===== config.mk =====
export PLATFORM = sky130hd
export DESIGN_NAME = gpio_ioc_port
export DESIGN_NICKNAME = d
export VERILOG_FILES = /design/src/rtl/gpio_ioc_pkg.sv /design/src/rtl/gpio_sync.sv /design/src/rtl/gpio_ioc_detect.sv /design/src/rtl/gpio_edge_detect.sv /design/src/rtl/gpio_ioc_port.sv
export SDC_FILE = /design/constraint.sdc
export NUM_CORES = 1
export LEC_CHECK = 0
export BUFFER_PORTS_ARGS = -buffer_cell sky130_fd_sc_hd__clkbuf_2
export CAP_MARGIN = 20
export CORE_ASPECT_RATIO = 0.75
export CORE_UTILIZATION = 54
export DETAILED_ROUTE_END_ITERATION = 12
export HOLD_SLACK_MARGIN = 0.06
export PLACE_DENSITY_LB_ADDON = 0.12
export SKIP_LAST_GASP = 1
export SYNTH_ARGS = -nofsm -noshare
export SYNTH_HDL_FRONTEND = slang
export SYNTH_HIERARCHICAL = 1
export SYNTH_SLANG_ARGS = --single-unit
export TNS_END_PERCENT = 5

===== constraint.sdc =====
create_clock -name clk_i -period 3.5 [get_ports clk_i]
set_input_delay 0.525 -clock clk_i [delete_from_list [all_inputs] [get_ports clk_i]]
set_output_delay 0.525 -clock clk_i [all_outputs]
set_load 0.02 [all_outputs]

===== src/rtl/gpio_ioc_pkg.sv =====
package gpio_ioc_pkg;
  typedef enum logic [1:0] {
    ADDR_DATA = 2'd0,
    ADDR_DIR  = 2'd1,
    ADDR_CTRL = 2'd2
  } reg_addr_e;

  localparam int unsigned CTRL_PU_N   = 7;
  localparam int unsigned CTRL_RISE   = 6;
  localparam int unsigned CTRL_EXT_EN = 4;
  localparam int unsigned CTRL_CHG_EN = 3;
  localparam int unsigned CTRL_EXT_F  = 1;
  localparam int unsigned CTRL_CHG_F  = 0;
endpackage


===== src/rtl/gpio_sync.sv =====
module gpio_sync #(
  parameter int unsigned WIDTH  = 8,
  parameter int unsigned STAGES = 2
) (
  input  logic             clk_i,
  input  logic             rst_ni,
  input  logic [WIDTH-1:0] d_i,
  output logic [WIDTH-1:0] q_o
);
  for (genvar b = 0; b < WIDTH; b++) begin : g_bit
    logic [STAGES-1:0] sh_q;
    always_ff @(posedge clk_i or negedge rst_ni) begin
      if (!rst_ni) sh_q <= '0;
      else         sh_q <= {sh_q[STAGES-2:0], d_i[b]};
    end
    assign q_o[b] = sh_q[STAGES-1];
  end
endmodule


===== src/rtl/gpio_ioc_detect.sv =====
module gpio_ioc_detect #(
  parameter int unsigned WIDTH  = 8,
  parameter int unsigned MON_LO = 4
) (
  input  logic             clk_i,
  input  logic             rst_ni,
  input  logic [WIDTH-1:0] pin_sync_i,
  input  logic [WIDTH-1:0] dir_i,
  input  logic             capture_i,
  output logic             mismatch_o
);
  localparam int unsigned MW = WIDTH - MON_LO;

  logic [MW-1:0] snap_q;
  logic [MW-1:0] diff;

  always_ff @(posedge clk_i or negedge rst_ni) begin
    if (!rst_ni)        snap_q <= '0;
    else if (capture_i) snap_q <= pin_sync_i[WIDTH-1:MON_LO];
  end

  // only input-configured pins take part
  assign diff       = (pin_sync_i[WIDTH-1:MON_LO] ^ snap_q) & dir_i[WIDTH-1:MON_LO];
  assign mismatch_o = |diff;
endmodule


===== src/rtl/gpio_edge_detect.sv =====
module gpio_edge_detect (
  input  logic clk_i,
  input  logic rst_ni,
  input  logic pin_i,
  input  logic rise_sel_i,
  output logic hit_o
);
  logic prev_q;

  always_ff @(posedge clk_i or negedge rst_ni) begin
    if (!rst_ni) prev_q <= 1'b0;
    else         prev_q <= pin_i;
  end

  assign hit_o = rise_sel_i ? (pin_i & ~prev_q) : (~pin_i & prev_q);
endmodule


===== src/rtl/gpio_ioc_port.sv =====
module gpio_ioc_port
  import gpio_ioc_pkg::*;
#(
  parameter int unsigned WIDTH       = 8,
  parameter int unsigned MON_LO      = 4,
  parameter int unsigned SYNC_STAGES = 2
) (
  input  logic             clk_i,
  input  logic             rst_ni,
  input  logic [1:0]       reg_addr_i,
  input  logic             reg_wr_i,
  input  logic             reg_rd_i,
  input  logic [7:0]       reg_wdata_i,
  output logic [7:0]       reg_rdata_o,
  input  logic [WIDTH-1:0] pin_i,
  output logic [WIDTH-1:0] pin_o,
  output logic [WIDTH-1:0] pin_oe_o,
  output logic [WIDTH-1:0] pull_en_o,
  output logic             irq_o
);
  logic [WIDTH-1:0] pin_sync;
  logic [WIDTH-1:0] out_q, dir_q;
  logic pu_n_q, rise_sel_q, ext_en_q, chg_en_q, chg_flag_q, ext_flag_q;
  logic mismatch, ext_hit;
  logic sel_data, sel_dir, sel_ctrl, wr_data, wr_dir, wr_ctrl, port_touch;

  assign sel_data   = (reg_addr_i == ADDR_DATA);
  assign sel_dir    = (reg_addr_i == ADDR_DIR);
  assign sel_ctrl   = (reg_addr_i == ADDR_CTRL);
  assign wr_data    = reg_wr_i & sel_data;
  assign wr_dir     = reg_wr_i & sel_dir;
  assign wr_ctrl    = reg_wr_i & sel_ctrl;
  assign port_touch = (reg_wr_i | reg_rd_i) & sel_data;

  gpio_sync #(.WIDTH(WIDTH), .STAGES(SYNC_STAGES)) u_sync (
    .clk_i(clk_i), .rst_ni(rst_ni), .d_i(pin_i), .q_o(pin_sync)
  );

  gpio_ioc_detect #(.WIDTH(WIDTH), .MON_LO(MON_LO)) u_ioc (
    .clk_i(clk_i), .rst_ni(rst_ni), .pin_sync_i(pin_sync), .dir_i(dir_q),
    .capture_i(port_touch), .mismatch_o(mismatch)
  );

  gpio_edge_detect u_edge (
    .clk_i(clk_i), .rst_ni(rst_ni), .pin_i(pin_sync[0]),
    .rise_sel_i(rise_sel_q), .hit_o(ext_hit)
  );

  always_ff @(posedge clk_i or negedge rst_ni) begin
    if (!rst_ni) begin
      out_q <= '0;
      dir_q <= '1;
    end else begin
      if (wr_data) out_q <= reg_wdata_i[WIDTH-1:0];
      if (wr_dir)  dir_q <= reg_wdata_i[WIDTH-1:0];
    end
  end

  always_ff @(posedge clk_i or negedge rst_ni) begin
    if (!rst_ni) begin
      pu_n_q     <= 1'b1;
      rise_sel_q <= 1'b1;
      ext_en_q   <= 1'b0;
      chg_en_q   <= 1'b0;
    end else if (wr_ctrl) begin
      pu_n_q     <= reg_wdata_i[CTRL_PU_N];
      rise_sel_q <= reg_wdata_i[CTRL_RISE];
      ext_en_q   <= reg_wdata_i[CTRL_EXT_EN];
      chg_en_q   <= reg_wdata_i[CTRL_CHG_EN];
    end
  end

  // hardware set outranks a software write in the same cycle
  always_ff @(posedge clk_i or negedge rst_ni) begin
    if (!rst_ni) begin
      chg_flag_q <= 1'b0;
      ext_flag_q <= 1'b0;
    end else begin
      if (mismatch)     chg_flag_q <= 1'b1;
      else if (wr_ctrl) chg_flag_q <= reg_wdata_i[CTRL_CHG_F];
      if (ext_hit)      ext_flag_q <= 1'b1;
      else if (wr_ctrl) ext_flag_q <= reg_wdata_i[CTRL_EXT_F];
    end
  end

  always_comb begin
    reg_rdata_o = '0;
    unique case (1'b1)
      sel_data: reg_rdata_o[WIDTH-1:0] = pin_sync;
      sel_dir:  reg_rdata_o[WIDTH-1:0] = dir_q;
      sel_ctrl: begin
        reg_rdata_o[CTRL_PU_N]   = pu_n_q;
        reg_rdata_o[CTRL_RISE]   = rise_sel_q;
        reg_rdata_o[CTRL_EXT_EN] = ext_en_q;
        reg_rdata_o[CTRL_CHG_EN] = chg_en_q;
        reg_rdata_o[CTRL_EXT_F]  = ext_flag_q;
        reg_rdata_o[CTRL_CHG_F]  = chg_flag_q;
      end
      default: reg_rdata_o = '0;
    endcase
  end

  assign pin_o     = out_q;
  assign pin_oe_o  = ~dir_q;
  assign pull_en_o = dir_q & {WIDTH{~pu_n_q}};
  assign irq_o     = (chg_flag_q & chg_en_q) | (ext_flag_q & ext_en_q);
endmodule


After elaboration in Yosys (flattened, before gate mapping)
Cells that the tools add are included.
- input bits: 22
- word-level logic and storage cells: 51
- register bits: 43
- output and inout port bits: 33
- bitwise gates (word level): 17
- equal/unequal tests: 2
- reduce and logical (&&, ||, !) cells: 4
- muxes and demuxes: 10
- operators by type and width (cell ; count):
    case mux 2 bit (3 select lines) ; 3
    AND 1 bit ; 8
    AND 8 bit ; 1
    inverter 8 bit ; 1
    two-way mux 1 bit ; 5
    AND 4 bit ; 1
    case mux 1 bit (2 select lines) ; 2
    nonzero test 2 bit ; 2
    OR reduction 4 bit ; 1
    bitwise XOR 4 bit ; 1
    inverter 1 bit ; 3
    equality test 2 x 1 -> 1 bit (second input constant) ; 1
    equality test 2 bit (second input constant) ; 1
    logical NOT 2 bit ; 1
    OR 1 bit ; 2

Depth between registers and ports, before layout
Gate-level depths: netlist of the first run.
- depth after elaboration: 4
- mapped depth: 6
- gate-level depth less buffers: 5

Cells and area by module
The synthesis of the first run kept the hierarchy.
- by module, submodules not included (module ; cells each ; times used ; seq. area each (um^2) ; area an instance (um^2)):
    gpio_ioc_port ; 90 ; 1 ; 563.0 ; 1103.6
    gpio_sync ; 24 ; 1 ; 400.4 ; 460.4
    gpio_ioc_detect ; 15 ; 1 ; 100.1 ; 198.9
    gpio_edge_detect ; 4 ; 1 ; 25.0 ; 47.5

Worst setup path after synthesis of the first run
OpenSTA, ideal clock, no wires.
- kind: register to output
- from: register pu_n_q
- to: output reg_rdata_o[7]
- path buffers: 1
- setup slack: 1.742 ns
- arrival time: 1.233 ns
- stages on the path, launching flop included: 4
- required time: 2.975 ns
- path through: dfstp_2 > clkbuf_1 > mux2i_1 > o2bb2ai_1
- word-level cells in the longest chain between the ends: 1
- RTL lines (item ; line ; source):
    from (decl) ; gpio_ioc_port.sv:23 ; logic pu_n_q, rise_sel_q, ext_en_q, chg_en_q, chg_flag_q, ext_flag_q;
    from (signal assigned) ; gpio_ioc_port.sv:66 ; pu_n_q <= reg_wdata_i[CTRL_PU_N];
    case mux 2 bit (3 select lines) ; gpio_ioc_port.sv:88 ; unique case (1'b1)
    to (decl) ; gpio_ioc_port.sv:14 ; output logic [7:0] reg_rdata_o,
No other way between the ends.

Final worst setup path of the first run
- from: input reg_addr_i[0]
- to: output reg_rdata_o[1]
- word-level cells in the longest chain between the ends: 2
- elaborated cells between the ends (all ways): 4
- classes of those cells: eq/ne: 2; mux: 1; reduce/logical: 1
- RTL lines (item ; line ; source):
    from (decl) ; gpio_ioc_port.sv:10 ; input logic [1:0] reg_addr_i,
    equality test 2 bit, or another cell as far along ; gpio_ioc_port.sv:29 ; assign sel_ctrl = (reg_addr_i == ADDR_CTRL);
    case mux 2 bit (3 select lines) (*) ; gpio_ioc_port.sv:88 ;
Mark *: on every way between the ends. The rest lies on a longest branch, timed or not.

==> flow_summary.json, run 1 <==
{
  "yosys-top-cells-area": "dfrtp_1 46%, dfstp_2 15%, mux2_2 14%",
  "netlist.area_leader.share_pct": 45.6,
  "antenna_found_initial": 0,
  "first_pass_iters": 3,
  "clk_path_buf_depth": 2,
  "startpoint_type": "input pin",
  "ys_ff_latch": 43,
  "cts-buffers-inserted": 5,
  "setup_viol_count_final": 0,
  "peakVddDrop_uv": 407,
  "syn_area_um2": 1810,
  "pre_cts_ws_ns": 1.40,
  "yosysSeqAreaShare_pct": 60.1,
  "cp.arrival_ns": 1.59,
  "yosys.area_share.adder_pct": 0,
  "leakagePower_nw": 1.07,
  "wire_per_inst_um": 15.1,
  "cpPeakStageDelay_ns": 0.39,
  "clk_latency_ns": 0.29,
  "root_buffer": "clkbuf_8",
  "cap_violations": 0,
  "drv_slew": 0,
  "h-tree-depth": 2,
  "hp-class": "input pin to flop",
  "tightestPinTransition_ns": 0.699,
  "fin_crit_sh_pct": 60.4,
  "p_per_area_nw_per_um2": 600,
  "slew_headroom_pct": 53.0,
  "endpoint_kind": "output pin",
  "place_hpwl_mm": 2.40,
  "grt_first_pass_wirelength_mm": 5.35,
  "cts_tree": "yes",
  "hold_ws_ns": 0.332,
  "synth-simple-area-share_pct": 6.91,
  "grt_overflow": 0,
  "netlist_instances": 133,
  "synth_flop_cell": "dfrtp_1",
  "grt_pass1_vias": 1122,
  "crit_type": "input pin to output pin",
  "final.min_clock_period_ns": 2.12,
  "mostFrequentLayoutCells": "54 x clkbuf_2, 33 x dfrtp_1, 23 x mux2_2",
  "ant_nets": 0,
  "ys_types": 22,
  "synth-compound-area-share_pct": 4.70,
  "async_flop_share_pct": 100,
  "synth_area_per_cell_um2": 13.6,
  "cts_hold_buf": 0,
  "synth_largest_area_cell": "dfrtp_1",
  "cp_common_cell": "clkbuf_2",
  "ys_warn_count": 6,
  "syn2layout_area_growth_pct": 21.1,
  "nets": 207,
  "synth-xor-area-share_pct": 1.94,
  "drt-initial-drc-count": 44,
  "final_hold_viol_count": 0,
  "cp_max_fo": 13,
  "post_cts_buffers": 0,
  "core-area_um2": 3060,
  "fmax_mhz": 473,
  "clk_pin_slew_worst_paths_ns": 0.08,
  "io_pins": 55,
  "die_h_um": 52.1,
  "vias_per_cell": 5.13,
  "grt_max_degree": 44,
  "drc": 0,
  "post-route-util_pct": 71.6,
  "cts.sinks": 43,
  "fin_skew_ns": 0.00524,
  "power.total_mw": 1.31,
  "wl_mm": 3.38,
  "synth_nets": 155,
  "cp.required_ns": 2.97,
  "num_antenna_cells": 0,
  "synth_top_family_by_area": "multiplexers",
  "synth-edff-count": 0,
  "fin_ws_ns": 1.38,
  "status": "completed",
  "start_util_pct": 59.1,
  "vias": 1149,
  "numPortBuffers": 54,
  "die_w_um": 68.9,
  "num_rows": 17,
  "gp_congestion": 0.766,
  "cts_resized": 0,
  "dieArea_um2": 3590,
  "crit_chain": "clkbuf_2 > nor2b_2 > o2bb2ai_1 > clkbuf_2",
  "slowest_stage": "nor2b_2",
  "fin_tns_setup_ns": 0,
  "grt_setup_unrepaired": "no",
  "final_common_cell": "clkbuf_2",
  "layout-drive-gt1-share_pct": 53.2,
  "grtUsageTotal_pct": 22.1,
  "synth.area.mux_share_pct": 20.5
}
-- cell usage after synthesis (2+ instances only) --
library cell / number
mux2_2: 23
buf_4: 9
dfstp_2: 10
dfrtp_1: 33
o2bb2ai_1: 6
xor2_1: 4
a22oi_1: 2
inv_1: 8
nor2_1: 15
mux2i_1: 10
nand3b_1: 2
-- logic make-up (layout without fill, tap and decap cells) --
| kind of cell | after synthesis | in the layout |
|---|---|---|
| XOR/XNOR | 4 | 4 |
| multiplexers | 34 | 34 |
| buffers and inverters | 19 | 72 |
| AO/OA/AOI/OAI | 10 | 10 |
| flip-flops | 43 | 43 |
| AND/OR/NAND/NOR | 23 | 23 |
-- final cells by class --
type                    count  area [um2]
flip-flops and latches     43        1090
fillers                   226         871
multi-input cells          71         616
repair buffers             56         300
clock buffers               6        72.6
well taps                  38        47.5
clock inverters             2        37.5
inverters                   8        30.0
-- worst max-delay path: cells and delay by family --
family	cells	cell delay [ns]
AOI/OAI and AO/OA	1	0.16
and+or+nand+nor	1	0.39
buffers and inverters	2	0.51
-- worst paths after layout --
| check | startpoint | to | slack (ns) | cells after the start |
|---|---|---|---|---|
| max | reg_addr_i[0] | reg_rdata_o[1] | 1.38 | 4 |
| min | pin_i[1] | u_sync/g_bit[1].sh_q[0] | 0.33 | 1 |
| max reg2reg | u_ioc/snap_q[2] | chg_flag_q | 2.33 | 5 |
| min reg2reg | u_sync/g_bit[4].sh_q[0] | u_sync/g_bit[4].sh_q[1] | 0.35 | 0 |
| max in group asynchronous | rst_ni | dir_q[0] | 2.38 | 3 |
| min in group asynchronous | rst_ni | u_sync/g_bit[6].sh_q[0] | 0.60 | 2 |
-- power by group --
part	total, mW	switching (mW)	leakage [nW]	internal, mW
clock	0.373	0.161	0.0514	0.213
sequential	0.628	0.0504	0.487	0.578
combinational	0.313	0.184	0.535	0.129
total	1.31	0.395	1.07	0.920
-- per-stage QoR --
step	instance area [um2]	std cells
floorplan	1810	133
global placement	2050	214
detailed placement	2050	214
CTS	2160	222
global route	2190	224
finish	2190	224
-- routing by layer --
metal  global-route usage (%)  vias to the layer above  share of wire (%)  wire, um
li1                         -                      552                  -         -
met1                     29.7                      561                 48      1620
met3                     8.77                        2                4.5       152
met5                        0                        -                  0         0
met2                     32.5                       34                 47      1590
met4                     7.14                        0               0.44        15
-- sequential cells by signal, summed over array words and instances (netlist names) --
name,flops
u_edge/prev_q,1
rise_sel_q,1
u_sync/g_bit.sh_q,16
pu_n_q,1
chg_flag_q,1
chg_en_q,1
dir_q,8
u_ioc/snap_q,4
ext_flag_q,1
pin_o,8
ext_en_q,1
Power figures use the tool's default switching activity.
==> run 2, diff against run 1 <==
--- a/config.mk
+++ b/config.mk
@@ -8,7 +8,7 @@
 export BUFFER_PORTS_ARGS = -buffer_cell sky130_fd_sc_hd__clkbuf_2
 export CAP_MARGIN = 20
 export CORE_ASPECT_RATIO = 0.75
-export CORE_UTILIZATION = 54
+export CORE_UTILIZATION = 45
 export DETAILED_ROUTE_END_ITERATION = 12
 export HOLD_SLACK_MARGIN = 0.06
 export PLACE_DENSITY_LB_ADDON = 0.12
==> constraint.sdc (replaced) <==
create_clock -name clk_i -period 1.9 [get_ports clk_i]
set_input_delay 0.285 -clock clk_i [delete_from_list [all_inputs] [get_ports clk_i]]
set_output_delay 0.285 -clock clk_i [all_outputs]
set_load 0.02 [all_outputs]
==> run 2 against run 1 <==
- critical path depth fell by 1
- routed wire length increased by 3.2%
- sequential cell count did not move
- sequential share of layout area grew 0.54 points
- largest cell class unchanged
==> flow_summary.json, run 2 (same netlist as run 1, synthesis figures left out) <==
{
  "p_per_area_nw_per_um2": 1040,
  "fin_skew_ns": 0.00766,
  "cp-startpoint": "pu_n_q",
  "h-tree-depth": 2,
  "r2r-start": "u_sync/g_bit[7].sh_q[1]",
  "timing.rr.end": "chg_flag_q",
  "drc": 0,
  "io_pins": 55,
  "drv_slew": 0,
  "grt_setup_unrepaired": "no",
  "fill_cells": 332,
  "fin_tns_setup_ns": 0,
  "first_pass_iters": 4,
  "die_w_um": 75.2,
  "drt-initial-drc-count": 77,
  "clk_path_buf_depth": 2,
  "post_cts_buffers": 0,
  "grt_pass1_vias": 1152,
  "cp.arrival_ns": 1.42,
  "cts_hold_buf": 0,
  "wire_per_inst_um": 14.7,
  "start_util_pct": 48.2,
  "peakVddDrop_uv": 611,
  "cts.sinks": 43,
  "cp-endpoint": "reg_rdata_o[7]",
  "vias": 1164,
  "root_buffer": "clkbuf_8",
  "clk_pin_slew_worst_paths_ns": 0.08,
  "die_h_um": 56.9,
  "regMostFlops": "u_sync/g_bit.sh_q",
  "dieArea_um2": 4280,
  "vias_per_cell": 4.89,
  "grt_overflow": 0,
  "finish.instance_area_um2": 2170,
  "endpoint_kind": "output pin",
  "nets": 208,
  "clk_latency_ns": 0.29,
  "cts_resized": 0,
  "grt_first_pass_wirelength_mm": 5.41,
  "largest_reg_flops": 16,
  "setup_viol_count_final": 0,
  "final_common_cell": "clkbuf_2",
  "cts-buffers-inserted": 5,
  "startpoint_type": "flop",
  "fin_crit_sh_pct": 89.6,
  "grtUsageTotal_pct": 18.0,
  "num_rows": 19,
  "reg2reg_slack_ns": 0.69,
  "crit_type": "flop to output pin",
  "num_antenna_cells": 0,
  "seqCellArea_um2": 1090,
  "worst-r2r-cell-count": 5,
  "mostFrequentLayoutCells": "54 x clkbuf_2, 33 x dfrtp_1, 23 x mux2_2",
  "slew_headroom_pct": 64.4,
  "ant_nets": 0,
  "hp-class": "input pin to asynchronous set/reset pin",
  "place_hpwl_mm": 2.54,
  "leakagePower_nw": 1.06,
  "final_hold_viol_count": 0,
  "core-area_um2": 3760,
  "cp_max_fo": 10,
  "cp.required_ns": 1.62,
  "fmax_mhz": 587,
  "syn2layout_area_growth_pct": 19.8,
  "cts_tree": "yes",
  "place_area_um2": 2090,
  "antenna_found_initial": 0,
  "multiInputGateArea_um2": 616,
  "gp_congestion": 0.760,
  "numPortBuffers": 54,
  "layout-drive-gt1-share_pct": 53.2,
  "tightestPinTransition_ns": 0.535,
  "final.min_clock_period_ns": 1.70,
  "wl_mm": 3.49,
  "grt_max_degree": 44,
  "cap_violations": 0,
  "hold_ws_ns": 0.0596,
  "status": "completed"
}
[run 2: changes by cell type in the layout (fill, tap and decap cells not counted), sizes merged]
cell / change
bufinv: -1
clkinvlp: -1
buf: +2
clkbuf: +1
dlygate4sd3: -1
[run 2: worst min-delay path by stage]
| stage | start | to | slack, ns | cells past startpoint |
|---|---|---|---|---|
| after floorplan | rst_ni | chg_en_q | -0.01 | 0 |
| after CTS | rst_ni | pin_o[4] | 0.06 | 2 |
| final | rst_ni | u_sync/g_bit[6].sh_q[0] | 0.06 | 2 |
| after detailed placement | u_sync/g_bit[6].sh_q[0] | u_sync/g_bit[6].sh_q[1] | 0.34 | 0 |
| after global placement | u_sync/g_bit[2].sh_q[0] | u_sync/g_bit[2].sh_q[1] | 0.33 | 0 |
| after global routing | rst_ni | u_sync/g_bit[4].sh_q[0] | 0.09 | 2 |
[run 2: cell type report]
class	instances	area share [%]
well taps	52	3.00
inverters	8	1.38
clock buffers	7	3.52
flip-flops and latches	43	50.2
repair buffers	57	13.5
multi-input cells	71	28.4
[run 2: stage by stage]
stage | setup WS, ns | std cells | utilization (%) | power (mW)
5_1_grt | 0.122 | 238 | 57.7 | 2.38
2_1_floorplan | 0.382 | 133 | - | 1.54
4_1_cts | 0.179 | 238 | 57.7 | 2.29
3_5_place_dp | 0.299 | 231 | 55.7 | 1.76
3_3_place_gp | 0.343 | 231 | 55.7 | 1.74
6_report | 0.197 | 238 | 57.7 | 2.26
[run 2: routing by layer]
metal	global-route usage [%]	vias to the layer above	share of wire [%]
li1	-	553	-
met2	28.6	34	47
met1	23.4	569	46
met4	8.73	0	1.9
met5	0	-	0
met3	4.42	8	4.7
[run 2: power by group]
group	total, mW	switching [mW]	leakage [nW]	internal (mW)
registers	1.16	0.0935	0.487	1.07
logic	0.573	0.337	0.537	0.236
clock network	0.528	0.275	0.0383	0.253
total	2.26	0.705	1.06	1.55
[run 2: critical path, stage by stage, from the launching register on]
cell and delay [ns]:
dfstp_2 0.66, mux2i_1 0.11, o2bb2ai_1 0.16, clkbuf_2 0.19
